**config.mk**
```make
export PLATFORM = sky130hd
export DESIGN_NAME = spin_requester
export DESIGN_NICKNAME = d
export VERILOG_FILES = /design/src/rtl/spin_pkg.sv /design/src/rtl/spin_lfsr.sv /design/src/rtl/spin_window.sv /design/src/rtl/spin_timer.sv /design/src/rtl/spin_requester.sv
export SDC_FILE = /design/constraint.sdc
export NUM_CORES = 1
export LEC_CHECK = 0
export BUFFER_PORTS_ARGS = -buffer_cell sky130_fd_sc_hd__buf_2
export CAP_MARGIN = 5
export CORE_ASPECT_RATIO = 1.25
export CORE_MARGIN = 3
export CORE_UTILIZATION = 45
export CTS_BUF_LIST = sky130_fd_sc_hd__clkbuf_4 sky130_fd_sc_hd__clkbuf_8
export DETAILED_ROUTE_END_ITERATION = 10
export PLACE_DENSITY_LB_ADDON = 0.12
export SETUP_SLACK_MARGIN = 0.05
export SLEW_MARGIN = 0
export SYNTH_ARGS = -nofsm -noshare
export SYNTH_HDL_FRONTEND = slang
export SYNTH_SLANG_ARGS = --single-unit
```
**constraint.sdc**
```tcl
create_clock -name clk -period 3.7 [get_ports clk]
set_clock_uncertainty 0.05 [all_clocks]
set_input_delay 0.185 -clock clk [delete_from_list [all_inputs] [get_ports clk]]
set_output_delay 0.185 -clock clk [all_outputs]
set_load 0.05 [all_outputs]
```
**src/rtl/spin_pkg.sv**
```systemverilog
package spin_pkg;

  typedef enum logic [1:0] {
    OP_READ  = 2'b00,
    OP_TAS   = 2'b01,
    OP_WRITE = 2'b10
  } mem_op_e;

  typedef enum logic [2:0] {
    ST_IDLE,
    ST_READ_SPIN,
    ST_BACKOFF,
    ST_TSL,
    ST_HELD,
    ST_RELEASE
  } ctl_state_e;

  // sub-step inside the states that talk to memory
  typedef enum logic [1:0] {
    PH_ISSUE,
    PH_WAIT,
    PH_GAP
  } phase_e;

  localparam logic LOCK_FREE  = 1'b0;
  localparam logic LOCK_TAKEN = 1'b1;

endpackage

```
**src/rtl/spin_lfsr.sv**
```systemverilog
module spin_lfsr #(
  parameter int            W    = 16,
  parameter logic [W-1:0]  TAPS = 16'hB400,
  parameter logic [W-1:0]  SEED = 16'hACE1
) (
  input  logic         clk,
  input  logic         rst_n,
  output logic [W-1:0] value
);

  logic [W-1:0] q;

  // Galois form, shifts right every cycle
  always_ff @(posedge clk or negedge rst_n) begin
    if (!rst_n) begin
      q <= SEED;
    end else begin
      q <= (q >> 1) ^ (q[0] ? TAPS : '0);
    end
  end

  assign value = q;

endmodule

```
**src/rtl/spin_window.sv**
```systemverilog
module spin_window #(
  parameter int MAX_EXP  = 10,
  parameter int BASE_EXP = 1,
  parameter int DLY_W    = 16,
  localparam int EXP_W   = $clog2(MAX_EXP + 1)
) (
  input  logic             clk,
  input  logic             rst_n,
  input  logic             grow,
  input  logic             restart,
  input  logic [EXP_W-1:0] cap,
  output logic [DLY_W-1:0] mask
);

  localparam logic [EXP_W-1:0] BASE_V = EXP_W'(BASE_EXP);
  localparam logic [EXP_W-1:0] MAX_V  = EXP_W'(MAX_EXP);

  logic [EXP_W-1:0] exp_q;
  logic [EXP_W-1:0] cap_eff;
  logic [EXP_W-1:0] exp_eff;

  assign cap_eff = (cap > MAX_V) ? MAX_V : cap;
  assign exp_eff = (exp_q > cap_eff) ? cap_eff : exp_q;

  always_ff @(posedge clk or negedge rst_n) begin
    if (!rst_n) begin
      exp_q <= BASE_V;
    end else if (restart) begin
      exp_q <= BASE_V;
    end else if (grow) begin
      exp_q <= (exp_eff < cap_eff) ? exp_eff + 1'b1 : cap_eff;
    end
  end

  // window mask: the low exp_eff bits set
  for (genvar g = 0; g < DLY_W; g++) begin : g_mask
    assign mask[g] = (32'(exp_eff) > g);
  end

endmodule

```
**src/rtl/spin_timer.sv**
```systemverilog
module spin_timer #(
  parameter int W = 16
) (
  input  logic         clk,
  input  logic         rst_n,
  input  logic         load,
  input  logic [W-1:0] load_val,
  output logic         expired
);

  logic [W-1:0] cnt;

  always_ff @(posedge clk or negedge rst_n) begin
    if (!rst_n) begin
      cnt <= '0;
    end else if (load) begin
      cnt <= load_val;
    end else if (cnt != '0) begin
      cnt <= cnt - 1'b1;
    end
  end

  assign expired = (cnt == '0);

endmodule

```
**src/rtl/spin_requester.sv**
```systemverilog
module spin_requester
  import spin_pkg::*;
#(
  parameter int ID_W     = 3,
  parameter int ADDR_W   = 32,
  parameter int DLY_W    = 16,
  parameter int SLOT_CYC = 4,
  parameter int POLL_GAP = 3,
  parameter int MAX_EXP  = 10,
  parameter int BASE_EXP = 1,
  parameter int CNT_W    = 8,
  parameter logic [DLY_W-1:0] LFSR_TAPS = 16'hB400,
  parameter logic [DLY_W-1:0] LFSR_SEED = 16'hACE1,
  localparam int EXP_W   = $clog2(MAX_EXP + 1)
) (
  input  logic              clk,
  input  logic              rst_n,
  input  logic              acq_cmd,
  input  logic              rel_cmd,
  input  logic [ID_W-1:0]   cpu_id,
  input  logic              dyn_mode,
  input  logic              poll_gap_en,
  input  logic [EXP_W-1:0]  cap_exp,
  input  logic [ADDR_W-1:0] lock_addr,
  output logic              req_valid,
  input  logic              req_ready,
  output logic [1:0]        req_op,
  output logic [ADDR_W-1:0] req_addr,
  output logic              req_wdata,
  input  logic              rsp_valid,
  output logic              rsp_ready,
  input  logic              rsp_data,
  output logic              acquired,
  output logic [CNT_W-1:0]  attempts
);

  localparam logic [DLY_W-1:0] POLL_VAL = DLY_W'(POLL_GAP);

  ctl_state_e st_q, st_d;
  phase_e     ph_q, ph_d;

  logic             tmr_load;
  logic [DLY_W-1:0] tmr_val;
  logic             tmr_done;
  logic             win_grow;
  logic             win_restart;
  logic [DLY_W-1:0] win_mask;
  logic [DLY_W-1:0] rnd;
  logic [DLY_W-1:0] static_dly;
  logic [DLY_W-1:0] dyn_dly;
  logic [DLY_W-1:0] dly_pick;
  logic             att_clr;
  logic             att_inc;
  logic             mem_state;

  // ---------------- delay sources ----------------
  spin_lfsr #(
    .W    (DLY_W),
    .TAPS (LFSR_TAPS),
    .SEED (LFSR_SEED)
  ) u_lfsr (
    .clk   (clk),
    .rst_n (rst_n),
    .value (rnd)
  );

  spin_window #(
    .MAX_EXP  (MAX_EXP),
    .BASE_EXP (BASE_EXP),
    .DLY_W    (DLY_W)
  ) u_window (
    .clk     (clk),
    .rst_n   (rst_n),
    .grow    (win_grow),
    .restart (win_restart),
    .cap     (cap_exp),
    .mask    (win_mask)
  );

  spin_timer #(
    .W (DLY_W)
  ) u_timer (
    .clk      (clk),
    .rst_n    (rst_n),
    .load     (tmr_load),
    .load_val (tmr_val),
    .expired  (tmr_done)
  );

  // lower identifiers get shorter slots
  assign static_dly = DLY_W'((32'(cpu_id) + 1) * SLOT_CYC);
  // identifier folded in so that peers draw different values
  assign dyn_dly    = (rnd ^ DLY_W'(cpu_id)) & win_mask;
  assign dly_pick   = dyn_mode ? dyn_dly : static_dly;

  // ---------------- control ----------------
  always_comb begin
    st_d        = st_q;
    ph_d        = ph_q;
    tmr_load    = 1'b0;
    tmr_val     = '0;
    win_grow    = 1'b0;
    win_restart = 1'b0;
    att_clr     = 1'b0;
    att_inc     = 1'b0;
    case (st_q)
      ST_IDLE: begin
        if (acq_cmd) begin
          st_d    = ST_READ_SPIN;
          ph_d    = PH_ISSUE;
          att_clr = 1'b1;
        end
      end
      ST_READ_SPIN: begin
        case (ph_q)
          PH_ISSUE: if (req_ready) ph_d = PH_WAIT;
          PH_WAIT: begin
            if (rsp_valid) begin
              if (rsp_data == LOCK_TAKEN) begin
                if (poll_gap_en) begin
                  ph_d     = PH_GAP;
                  tmr_load = 1'b1;
                  tmr_val  = POLL_VAL;
                end else begin
                  ph_d = PH_ISSUE;
                end
              end else begin
                st_d     = ST_BACKOFF;
                ph_d     = PH_ISSUE;
                tmr_load = 1'b1;
                tmr_val  = dly_pick;
              end
            end
          end
          default: if (tmr_done) ph_d = PH_ISSUE;
        endcase
      end
      ST_BACKOFF: begin
        if (tmr_done) begin
          st_d = ST_TSL;
          ph_d = PH_ISSUE;
        end
      end
      ST_TSL: begin
        if (ph_q == PH_ISSUE) begin
          if (req_ready) begin
            ph_d    = PH_WAIT;
            att_inc = 1'b1;
          end
        end else if (rsp_valid) begin
          ph_d = PH_ISSUE;
          if (rsp_data == LOCK_TAKEN) begin
            st_d     = ST_READ_SPIN;
            win_grow = 1'b1;
          end else begin
            st_d        = ST_HELD;
            win_restart = 1'b1;
          end
        end
      end
      ST_HELD: begin
        if (rel_cmd) begin
          st_d = ST_RELEASE;
          ph_d = PH_ISSUE;
        end
      end
      ST_RELEASE: begin
        if (ph_q == PH_ISSUE) begin
          if (req_ready) ph_d = PH_WAIT;
        end else if (rsp_valid) begin
          st_d = ST_IDLE;
          ph_d = PH_ISSUE;
        end
      end
      default: begin
        st_d = ST_IDLE;
        ph_d = PH_ISSUE;
      end
    endcase
  end

  always_ff @(posedge clk or negedge rst_n) begin
    if (!rst_n) begin
      st_q <= ST_IDLE;
      ph_q <= PH_ISSUE;
    end else begin
      st_q <= st_d;
      ph_q <= ph_d;
    end
  end

  always_ff @(posedge clk or negedge rst_n) begin
    if (!rst_n) begin
      attempts <= '0;
    end else if (att_clr) begin
      attempts <= '0;
    end else if (att_inc && (attempts != '1)) begin
      attempts <= attempts + 1'b1;
    end
  end

  // ---------------- memory channel ----------------
  assign mem_state = (st_q == ST_READ_SPIN) || (st_q == ST_TSL) ||
                     (st_q == ST_RELEASE);
  assign req_valid = mem_state && (ph_q == PH_ISSUE);
  assign rsp_ready = mem_state && (ph_q == PH_WAIT);

  always_comb begin
    case (st_q)
      ST_TSL:     req_op = OP_TAS;
      ST_RELEASE: req_op = OP_WRITE;
      default:    req_op = OP_READ;
    endcase
  end

  assign req_addr  = lock_addr;
  assign req_wdata = LOCK_FREE;
  assign acquired  = (st_q == ST_HELD);

endmodule

```
==> parameters.txt, run 1 <==
Parameter                              Value

Finish
  Layout filler cell count    692
  Flip-flop and latch area    0.00124 sq mm
  Number of standard cells in the layout, taps in and fillers out    466
  # nets final    432
  Area of the multi-input gates    0.00182 sq mm
  Area added between synthesis and finish    3.88%
  Share of cells above drive strength 1    18.1%
  Number of diodes    0

CTS
  Maximum buffer depth of the clock tree    2
  CTS clock-pin slew for the worst setup and hold paths    0.09 ns
  Number of clock buffers inserted by TritonCTS    5
  Clock network latency to the later pin of the worst-skew pair    0.31 ns
  Root buffer cell    clkbuf_8
  Clock tree from TritonCTS    built
  Clock sink count    49
  Max H-tree Level    2
  Setup bufs post-CTS    0

Power and ir drop
  Total power draw    0.00243 W
  Leak    1.63 nW
  Worst-case vdd ir drop    0.370 mV
  PD cells    685 mW/mm^2

GRT
  Most congested layer reported by global routing    met2
  Sum of overflow across all layers after global routing    0
  First-pass GRT wire length    13500 um
  Antenna violations before repair    0
  Global routing met2 resource utilization    34.3%
  Vias in the first global route    2655
  Maximum number of pins on one net before global-route repair    32
  Global Route Usage Sum    19.4%
  Fraction of met1 tracks used by global routing    23.5%
  M3 GR Usage    3.41%

Placed design
  Buffers added on ports    28
  Placed insts    457
  Final estimated routing congestion in global placement    0.922
  Post-DP HPWL    6230 um
  Post-placement worst setup slack    0.141 ns

Timing
  Final WS setup    0.258 ns
  Setup repair after global routing missed its margin    false
  Final hold violation count    0
  Final total negative setup slack    0 ns
  Final setup violation count    0
  Tmin final    3.44 ns
  Fraction of the cycle the final worst path needs    93.0%
  Final worst hold slack    0.0731 ns
  Max Freq    0.291 GHz
  Final count of pins violating max slew    0

Yosys
  Compound-gate portion of the synthesized area    17.3%
  Synthesized flop and latch total    49
  Most used flip-flop cell after synthesis    dfrtp_1
  Number of unique standard cell types used by synthesis    68
  Synth Warn #    0
  Xor-xnor portion of the synthesized cell area    6.40%
  Cell area after technology mapping    0.00342 sq mm
  EDFF count, synth    0
  Post-synthesis share of cell area spent on full adders, half adders and majority gates    3.62%
  Simple logic cell fraction of the synthesized area    22.9%
  Post-Syn Nets    441
  Main combinational cell family by area after synthesis    simple AND/OR/NAND/NOR gates
  Sequential-to-total area share from yosys stat    36.2%
  Synthesized area per cell    8.91 sq um
  Synthesized instance count    384
  Proportion of synthesized area in mux cells    2.52%
  Share of flip-flops with an asynchronous set or reset after synthesis    100%

Drt
  Drt pass-1 iters    4
  Post-DR vias/cell    5.82
  Detailed-route wire length    8290 um
  Violation count after the first detailed-route iteration    175
  ANT nets after route    0
  Remaining DRCs    0
  Vias after detailed routing    2710
  Post-DR wirelength/cell    17.8 um

Floorplanning
  Die extent in x    84.0 um
  # IOs    94
  Count of standard-cell rows    34
  Starting Density    47.6%
  Core box area    0.00719 sq mm
  Vertical extent of the die    103 um
  Die footprint    0.00869 sq mm

Worst setup path
  Worst Setup Path Type    reg2reg
  Number of buffers and inverters on the critical path    1
  Critical path's top delay family    compound AO/OA/AOI/OAI gates
  Kind of start point of the critical path    register
  CP Depth    12
  Worst path most repeated cell    ha_1
  CP max stage delay    0.54 ns
  Cell with the biggest individual delay on the critical path    dfstp_2
  CP Max Fanout    12
  Signal arrival time at the worst endpoint    3.59 ns
  Data required time at the worst endpoint    3.85 ns
  R2R depth    12
  Cell chain of the critical path    inv_1, ha_1, nor2_1, maj3_2, a32o_4, mux2_4, ha_1, a21oi_1, nand2_1, a211oi_1, a31oi_1, a32o_1
  Setup crit end kind    register

Run status
  Result of the run    finished, final reports clean

Worst hold path
  Instance count along the most critical hold path    3
  Hold crit path type    in2reg

Run
  Maximum capacitance violations    0
## worst paths after layout
check | startpoint | end | slack [ns]
max in group asynchronous | rst_n | u_lfsr.value[15]$_DFF_PN1_ | 2.48
min in group asynchronous | rst_n | u_timer.cnt[15]$_DFFE_PN0P_ | 0.30
min | req_ready | ph_q[0]$_DFFE_PN0P_ | 0.07
max reg2reg | u_window.exp_q[0]$_DFFE_PN1P_ | u_window.exp_q[2]$_DFFE_PN0P_ | 0.26
max | u_window.exp_q[0]$_DFFE_PN1P_ | u_window.exp_q[2]$_DFFE_PN0P_ | 0.26
min reg2reg | u_lfsr.value[6]$_DFF_PN1_ | u_lfsr.value[5]$_DFF_PN1_ | 0.32
## cell usage after synthesis (6+ instances only)
| cell type | instances | area share, % |
|---|---|---|
| xnor2_1 | 11 | 2.8 |
| dfstp_2 | 9 | 6.9 |
| mux2i_1 | 6 | 1.8 |
| nor2b_1 | 7 | 1.3 |
| clkbuf_1 | 13 | 1.4 |
| a31oi_1 | 7 | 1.3 |
| a21oi_1 | 18 | 2.6 |
| ha_1 | 9 | 3.3 |
| nand2_1 | 30 | 3.3 |
| dfrtp_1 | 40 | 29 |
| o21ai_0 | 16 | 2.3 |
| buf_4 | 36 | 7.9 |
| and3_1 | 6 | 1.1 |
| xor2_1 | 14 | 3.6 |
| nor3_1 | 10 | 1.5 |
| nand3_1 | 15 | 2.2 |
| nor2_1 | 32 | 3.5 |
| inv_1 | 8 | 0.88 |
## kinds of logic (layout without fill, tap and decap cells)
kind of cell,Yosys count,count (layout)
fa+ha+maj,10,10
simple gates,143,143
xor+xnor,25,25
flops,49,49
mux,8,8
other cells,1,1
compound gates,85,85
buf+inv,63,55
## through the flow
step | cell area [sq um] | utilization [%]
floorplan | 3420 | -
global placement | 3400 | 47.3
detailed placement | 3400 | 47.3
CTS | 3540 | 49.3
global route | 3550 | 49.4
finish | 3550 | 49.4
## metal layers
metal  vias to the layer above  routed length [um]
li1                       1330                   -
met1                      1293                3520
met2                        73                4200
met3                        14                 352
met4                         0                 206
met5                         -                   0
## flip-flops by register name (all words and copies together) (netlist names)
name	count
ph_q	2
u_timer.cnt	16
u_lfsr.value	16
attempts	8
st_q	3
u_window.exp_q	4
## layout make-up
class	instances	area share, %
multi-input combinational	272	51.1
sequential	49	34.8
timing repair buffer	38	6.13
tap	90	3.17
clock buffer	5	1.94
clock inverter	3	1.83
inverter	9	0.951
## cells in the final DEF (no fill, tap or decap), drive strengths merged, types with 5 or more instances in the layout
cell type	n
a211oi	5
a21oi	18
a31oi	7
and2	5
and3	6
buf	37
clkbuf	5
dfrtp	40
dfstp	9
ha	9
inv	9
mux2i	6
nand2	30
nand2b	5
nand3	15
nand3b	5
nand4	5
nor2	32
nor2b	7
nor3	12
nor4	6
o21ai	17
xnor2	11
xor2	14
## worst register-to-register path: cells and delay by family, from the launching register on
family	cells	cell delay, ns
simple gates	2	0.19
fa+ha+maj	3	0.94
compound gates	5	1.19
flops	1	0.54
buf+inv	1	0.11
mux	1	0.33
## power breakdown
group / internal, W / total [W] / switching (W)
clock network: 0.000269 / 0.000453 / 0.000184
registers: 0.000656 / 0.000812 / 0.000156
logic: 0.000470 / 0.00117 / 0.000699
## timing repair
| action | 4_1_cts | 5_1_grt |
|---|---|---|
| resized for setup | 0 | 1 |
| setup endpoints to repair | 0 | 1 |
| hold buffers | 1 | 0 |
| hold endpoints to repair | 16 | 0 |
Power figures use the tool's default switching activity.
==> run 2, diff against run 1 <==
Settings changed: ABC_AREA set to 1, RECOVER_POWER set to 100.
==> run 2 against run 1 <==
Against the previous run:
- sequential cell count unchanged
- critical endpoint unchanged
- critical path depth increased by 3
- final cell count increased by 13%
- largest cell class unchanged
- combinational power increased by 32%
- worst hold slack improved by 0.063 ns
- synthesized area decreased by 1.7%
- maximum frequency increased by 19%
- worst setup slack improved by 0.55 ns
==> parameters.txt, run 2 <==
Parameter                              Value

Run status
  Result of the run    finished, final reports clean

Worst hold path
  Hold crit path type    in2reg
  Launch point of the worst hold path    req_ready
  Instance count along the most critical hold path    3
  Hold worst-path end    ph_q[0]$_DFFE_PN0P_

GRT
  Sum of overflow across all layers after global routing    0
  M3 GR Usage    2.96%
  Global routing met2 resource utilization    32.1%
  First-pass GRT wire length    12200 um
  Most congested layer reported by global routing    met2
  Antenna violations before repair    0
  Global Route Usage Sum    17.7%
  Fraction of met1 tracks used by global routing    21.7%
  Maximum number of pins on one net before global-route repair    39
  Vias in the first global route    2535

Yosys
  Post-Syn Nets    489
  Synthesized flop and latch total    49
  Sequential-to-total area share from yosys stat    36.8%
  Most used flip-flop cell after synthesis    dfrtp_1
  Synth top area cells    dfrtp_1, nand2_1, buf_4
  Number of unique standard cell types used by synthesis    46
  Synth Warn #    0
  EDFF count, synth    0
  Synthesized area per cell    7.78 sq um
  Synthesized instance count    432
  Area fraction of the dominant cell type after synthesis    29.8%
  Share of flip-flops with an asynchronous set or reset after synthesis    100%
  Cell area after technology mapping    0.00336 sq mm
  Largest area contributor in the netlist    dfrtp_1
  Top-count cell post-synth    nand2_1
  Most frequent cells after synthesis    nand2_1, nor2_1, inv_1

Finish
  Area added between synthesis and finish    1.68%
  Share of the core filled with cells    48.1%
  # nets final    492
  Commonest non-fill, non-tap cell in the layout    nand2_1
  Share of cells above drive strength 1    14.9%
  Layout filler cell count    722
  Commonest non-fill, non-tap cells in the layout    nand2_1, nor2_1, inv_1
  Number of diodes    0

CTS
  Clock sink count    49
  CTS clock-pin slew for the worst setup and hold paths    0.09 ns
  Max H-tree Level    2
  Clock tree from TritonCTS    built
  Setup bufs post-CTS    0
  Root buffer cell    clkbuf_8
  Maximum buffer depth of the clock tree    2
  Clock network latency to the later pin of the worst-skew pair    0.30 ns
  Number of clock buffers inserted by TritonCTS    5

Timing
  Relative max-transition margin    34.0%
  Fraction of the cycle the final worst path needs    78.3%
  Setup repair after global routing missed its margin    false
  Final setup violation count    0
  Final total negative setup slack    0 ns
  Tmin final    2.90 ns
  Worst slew pin tran    0.986 ns
  Final count of pins violating max slew    0
  Max Freq    0.345 GHz
  Final hold violation count    0

Power and ir drop
  PD cells    790 mW/mm^2
  Total power draw    0.00270 W
  Worst-case vdd ir drop    0.282 mV
  Leak    1.70 nW

Floorplanning
  Die footprint    0.00855 sq mm
  Core box area    0.00710 sq mm
  # IOs    94
  Die extent in x    83.3 um
  Count of standard-cell rows    34
  Starting Density    47.3%
  Vertical extent of the die    103 um

Placed design
  Buffers added on ports    28
  Post-DP HPWL    5730 um
  Final estimated routing congestion in global placement    0.902

Drt
  Post-DR wirelength/cell    13.8 um
  Vias after detailed routing    2703
  Drt pass-1 iters    4
  Post-DR vias/cell    5.14
  ANT nets after route    0
  Detailed-route wire length    7240 um
  Violation count after the first detailed-route iteration    119
  Remaining DRCs    0

Run
  Maximum capacitance violations    0

Worst setup path
  Endpoint of the worst-slack reg-to-reg timing path    u_window.exp_q[2]$_DFFE_PN0P_
  Kind of start point of the critical path    register
  Data required time at the worst endpoint    3.84 ns
  R2R Path Start    u_window.exp_q[3]$_DFFE_PN0P_
  Signal arrival time at the worst endpoint    3.04 ns
  CP Max Fanout    9
  Worst setup slack for register-to-register paths    0.80 ns
  Worst path most repeated cell    nand2_1
  CP max stage delay    0.44 ns
  Setup crit end kind    register
  Critical path's top delay family    simple AND/OR/NAND/NOR gates
  Cell with the biggest individual delay on the critical path    dfrtp_1
  R2R depth    15
  Number of buffers and inverters on the critical path    0
  Worst Setup Path Type    reg2reg
  Cell chain of the critical path    ha_1, nand2_1, nor2_4, nand2_2, nand2_1, nand2_1, nand2_1, nand2_1, ha_1, a21oi_1, nand2_2, nand2_1, nand2_1, nand2_1, nand2_1
run 2: cells by family (layout without fill, tap and decap cells):
| family | count (synthesis) | in the layout | share of synthesized area (%) |
|---|---|---|---|
| and+or+nand+nor | 216 | 216 | 32.9 |
| xor gates and xnor gates | 9 | 9 | 2.35 |
| DFF | 49 | 49 | 36.8 |
| other | 1 | 1 | 0.112 |
| buffers and inverters | 84 | 88 | 13.1 |
| AOI/OAI and AO/OA | 64 | 64 | 11.4 |
| adders and majority gates | 9 | 9 | 3.35 |
run 2: layout make-up:
class	instances	area [sq um]	share of cell area [%]
inverters	50	188	5.49
multi-input cells	299	1640	48.1
clock buffers	6	82.6	2.42
repair buffers	30	140	4.10
well taps	90	113	3.30
flip-flops and latches	49	1240	36.2
clock inverters	2	13.8	0.403
run 2: routing by layer:
metal	vias up	wire, um
li1	1385	-
met1	1265	3200
met2	47	3770
met3	6	222
met4	0	55
met5	-	0
run 2: worst reg2reg max path, cell delays in order, from the launching register on:
cell	delay [ns]
dfrtp_1	0.44
ha_1	0.32
nand2_1	0.09
nor2_4	0.15
nand2_2	0.05
nand2_1	0.23
nand2_1	0.32
nand2_1	0.13
nand2_1	0.08
ha_1	0.29
a21oi_1	0.31
nand2_2	0.13
nand2_1	0.08
nand2_1	0.05
nand2_1	0.05
nand2_1	0.04
run 2: worst max path at each step:
stage                                             start                            end  cells after the start
after global placement                       cap_exp[2]  u_window.exp_q[2]$_DFFE_PN0P_                     19
after detailed placement                     cap_exp[2]  u_window.exp_q[2]$_DFFE_PN0P_                     19
final                     u_window.exp_q[3]$_DFFE_PN0P_  u_window.exp_q[2]$_DFFE_PN0P_                     15
after CTS                 u_window.exp_q[3]$_DFFE_PN0P_  u_window.exp_q[2]$_DFFE_PN0P_                     15
after floorplan                              cap_exp[2]  u_window.exp_q[1]$_DFFE_PN0P_                     18
after global routing      u_window.exp_q[3]$_DFFE_PN0P_  u_window.exp_q[2]$_DFFE_PN0P_                     15
run 2: power breakdown:
group	internal [W]	leakage, nW	switching (W)
clock network	0.000152	0.0512	0.000181
registers	0.000682	0.617	0.000146
logic	0.000477	1.03	0.00106
total	0.00131	1.70	0.00139
run 2: timing repair:
action                                 in CTS  in global routing
endpoints found under the hold margin      11                  0
hold buffers                                1                  0
setup endpoints to repair                   0                  0
gates resized for setup                     0                  0
run 2: stage by stage:
step / std cells / instance area (sq um) / hold slack [ns] / setup WS (ns)
2_1_floorplan: 432 / 3360 / -0.161 / 1.36
3_3_place_gp: 517 / 3370 / 0.0327 / 1.07
3_5_place_dp: 517 / 3370 / 0.0335 / 0.993
4_1_cts: 526 / 3470 / 0.138 / 1.16
5_1_grt: 526 / 3420 / 0.147 / 0.555
6_report: 526 / 3420 / 0.137 / 0.804
==> run 3, diff against run 2 <==
Settings changed: ABC_AREA 1 to 0.
Clock period 3.7 ns to 2.5 ns, I/O delays scaled along.
==> run 3 against run 2 <==
Against the previous run:
- the run now ends with setup timing left
- largest cell class unchanged
- die area is 1.6% higher
- final area is 12% higher
- sequential power grew 44%
- global-route usage grew 2.6 points
- utilization up 5.0 points
- first-iteration DRC count grew 0.84%
- critical path type unchanged
==> parameters.txt, run 3 (synthesis results as in run 1) <==
Parameter                              Value

Worst setup path
  CP max stage delay    0.58 ns
  Worst Setup Path Type    reg2reg
  Number of buffers and inverters on the critical path    1
  CP Max Fanout    4
  Cell chain of the critical path    inv_6, ha_4, nor2_2, maj3_2, a32o_2, mux2_4, ha_4, o211ai_1, nand2_2, nand2_2, and3_4, a31oi_1, a32o_1
  Data required time at the worst endpoint    2.64 ns
  Cell with the biggest individual delay on the critical path    dfstp_2
  Signal arrival time at the worst endpoint    3.23 ns
  Worst setup slack for register-to-register paths    -0.59 ns
  Critical path's top delay family    compound AO/OA/AOI/OAI gates
  Kind of start point of the critical path    register
  Setup crit end kind    register

CTS
  CTS clock-pin slew for the worst setup and hold paths    0.09 ns
  Clock sink count    49
  Max H-tree Level    2
  Clock network latency to the later pin of the worst-skew pair    0.30 ns
  Number of clock buffers inserted by TritonCTS    5
  Root buffer cell    clkbuf_8
  Clock tree from TritonCTS    built
  Maximum buffer depth of the clock tree    2

GRT
  Global Route Usage Sum    20.3%
  Antenna violations before repair    0
  First-pass GRT wire length    14200 um
  Vias in the first global route    2849
  Maximum number of pins on one net before global-route repair    38
  Sum of overflow across all layers after global routing    0

Timing
  Final hold violation count    0
  Setup repair after global routing missed its margin    true
  Max Freq    0.324 GHz
  Relative max-transition margin    35.0%
  Fraction of the cycle the final worst path needs    123%
  Final setup violation count    5
  Final WS setup    -0.586 ns
  Tmin final    3.09 ns
  Final count of pins violating max slew    0
  Worst slew pin tran    0.975 ns

Finish
  # nets final    465
  Number of diodes    0
  Commonest non-fill, non-tap cells in the layout    dfrtp_1, buf_4, nor2_1
  Share of the core filled with cells    53.1%
  Share of cells above drive strength 1    24.2%
  Commonest non-fill, non-tap cell in the layout    dfrtp_1
  Area of all placed cells without fillers    0.00382 sq mm
  Area added between synthesis and finish    11.6%

Floorplanning
  Starting Density    47.6%
  Count of standard-cell rows    34
  # IOs    94
  Die extent in x    84.0 um
  Core box area    0.00719 sq mm
  Vertical extent of the die    103 um
  Die footprint    0.00869 sq mm

Power and ir drop
  Clock Power Share    13.2%
  Leak    1.73 nW
  Cell Int Power    0.00216 W
  Switching power    0.00161 W
  PD cells    985 mW/mm^2
  Net switching fraction of the power    42.7%
  Worst-case vdd ir drop    0.495 mV
  Part of the total power dissipated in combinational logic    55.2%
  Part of the power in registers    31.6%

Placed design
  Post-placement worst setup slack    -0.649 ns
  Buffers added on ports    28
  Final estimated routing congestion in global placement    0.883
  Post-DP HPWL    6430 um
  Placed standard-cell area    0.00363 sq mm

Drt
  Violation count after the first detailed-route iteration    120
  Post-DR vias/cell    5.79
  Vias after detailed routing    2887
  Drt pass-1 iters    4
  ANT nets after route    0
  Remaining DRCs    0
  Detailed-route wire length    8500 um
  Post-DR wirelength/cell    17.0 um

Run
  Maximum capacitance violations    0

Worst hold path
  Hold crit path type    in2reg

Run status
  Violations in the final reports    setup timing
  Result of the run    complete, but fails checks
## run 3: cell count changes in the layout (fill, tap and decap cells not counted), moves of 5 or more
cell	change
a21oi_1	-12
buf_4	+36
inv_1	-38
mux2i_1	+6
nand2_1	-66
nand2_2	-7
nand2_4	-5
nand2b_1	+5
nand3_1	-12
nor2_1	-17
nor2b_1	+7
xnor2_1	+9
xor2_1	+7
## run 3: layout make-up
cell class                 count  area (sq um)
clock buffer                   8          97.6
fill                         680          3370
inverter                       9          38.8
multi-input combinational    272          1880
sequential                    49          1240
tap                           90           113
timing repair buffer          71           450
## run 3: final timing paths
kind / depth (start not counted) / endpoint / from
hold / removal: 3 / ph_q[0]$_DFFE_PN0P_ / req_ready
max in group asynchronous: 3 / u_lfsr.value[14]$_DFF_PN0_ / rst_n
min in group asynchronous: 2 / u_timer.cnt[14]$_DFFE_PN0P_ / rst_n
setup reg to reg: 13 / u_window.exp_q[3]$_DFFE_PN0P_ / u_window.exp_q[0]$_DFFE_PN1P_
setup / recovery: 13 / u_window.exp_q[3]$_DFFE_PN0P_ / u_window.exp_q[0]$_DFFE_PN1P_
hold reg to reg: 0 / u_lfsr.value[6]$_DFF_PN1_ / u_lfsr.value[7]$_DFF_PN1_
## run 3: power by group through the flow
| stage | clock network (W) | registers, W | logic [W] |
|---|---|---|---|
| 2_1_floorplan | 0 | 0.00118 | 0.00155 |
| 3_3_place_gp | 0 | 0.00120 | 0.00190 |
| 3_5_place_dp | 0 | 0.00121 | 0.00193 |
| 4_1_cts | 0.000515 | 0.00119 | 0.00206 |
| 5_1_grt | 0.000555 | 0.00122 | 0.00231 |
| 6_report | 0.000498 | 0.00119 | 0.00207 |
## run 3: through the flow
stage | hold slack, ns | power [W] | TNS (ns) | cells
floorplan | -0.221 | 0.00273 | -2.06 | 384
global placement | -0.0166 | 0.00309 | -1.94 | 483
detailed placement | -0.0182 | 0.00313 | -2.47 | 483
CTS | 0.0192 | 0.00376 | -2.24 | 497
global route | 0.0383 | 0.00408 | -3.06 | 499
finish | 0.0192 | 0.00376 | -2.22 | 499
## run 3: worst register-to-register path: stages, from the launching register on
cell and delay, ns:
dfstp_2 0.58, inv_6 0.04, ha_4 0.26, nor2_2 0.03, maj3_2 0.29, a32o_2 0.28, mux2_4 0.33, ha_4 0.22
o211ai_1 0.24, nand2_2 0.14, nand2_2 0.10, and3_4 0.17, a31oi_1 0.04, a32o_1 0.22
## run 3: per-layer routing
metal  vias up  track usage (%)  share of wire, %
li1       1398                -                 -
met1      1371             24.6                41
met2        87             36.4                51
met3        31             3.33               4.6
met4         0             8.29               3.4
met5         -                0                 0
## run 3: timing repair
action	4_1_cts	5_1_grt
pin swaps	6	10
gates cloned	0	0
endpoints found under the setup margin	7	17
endpoints found under the hold margin	12	0
resized for setup	10	8
hold buffers	1	0
buffers inserted	5	2
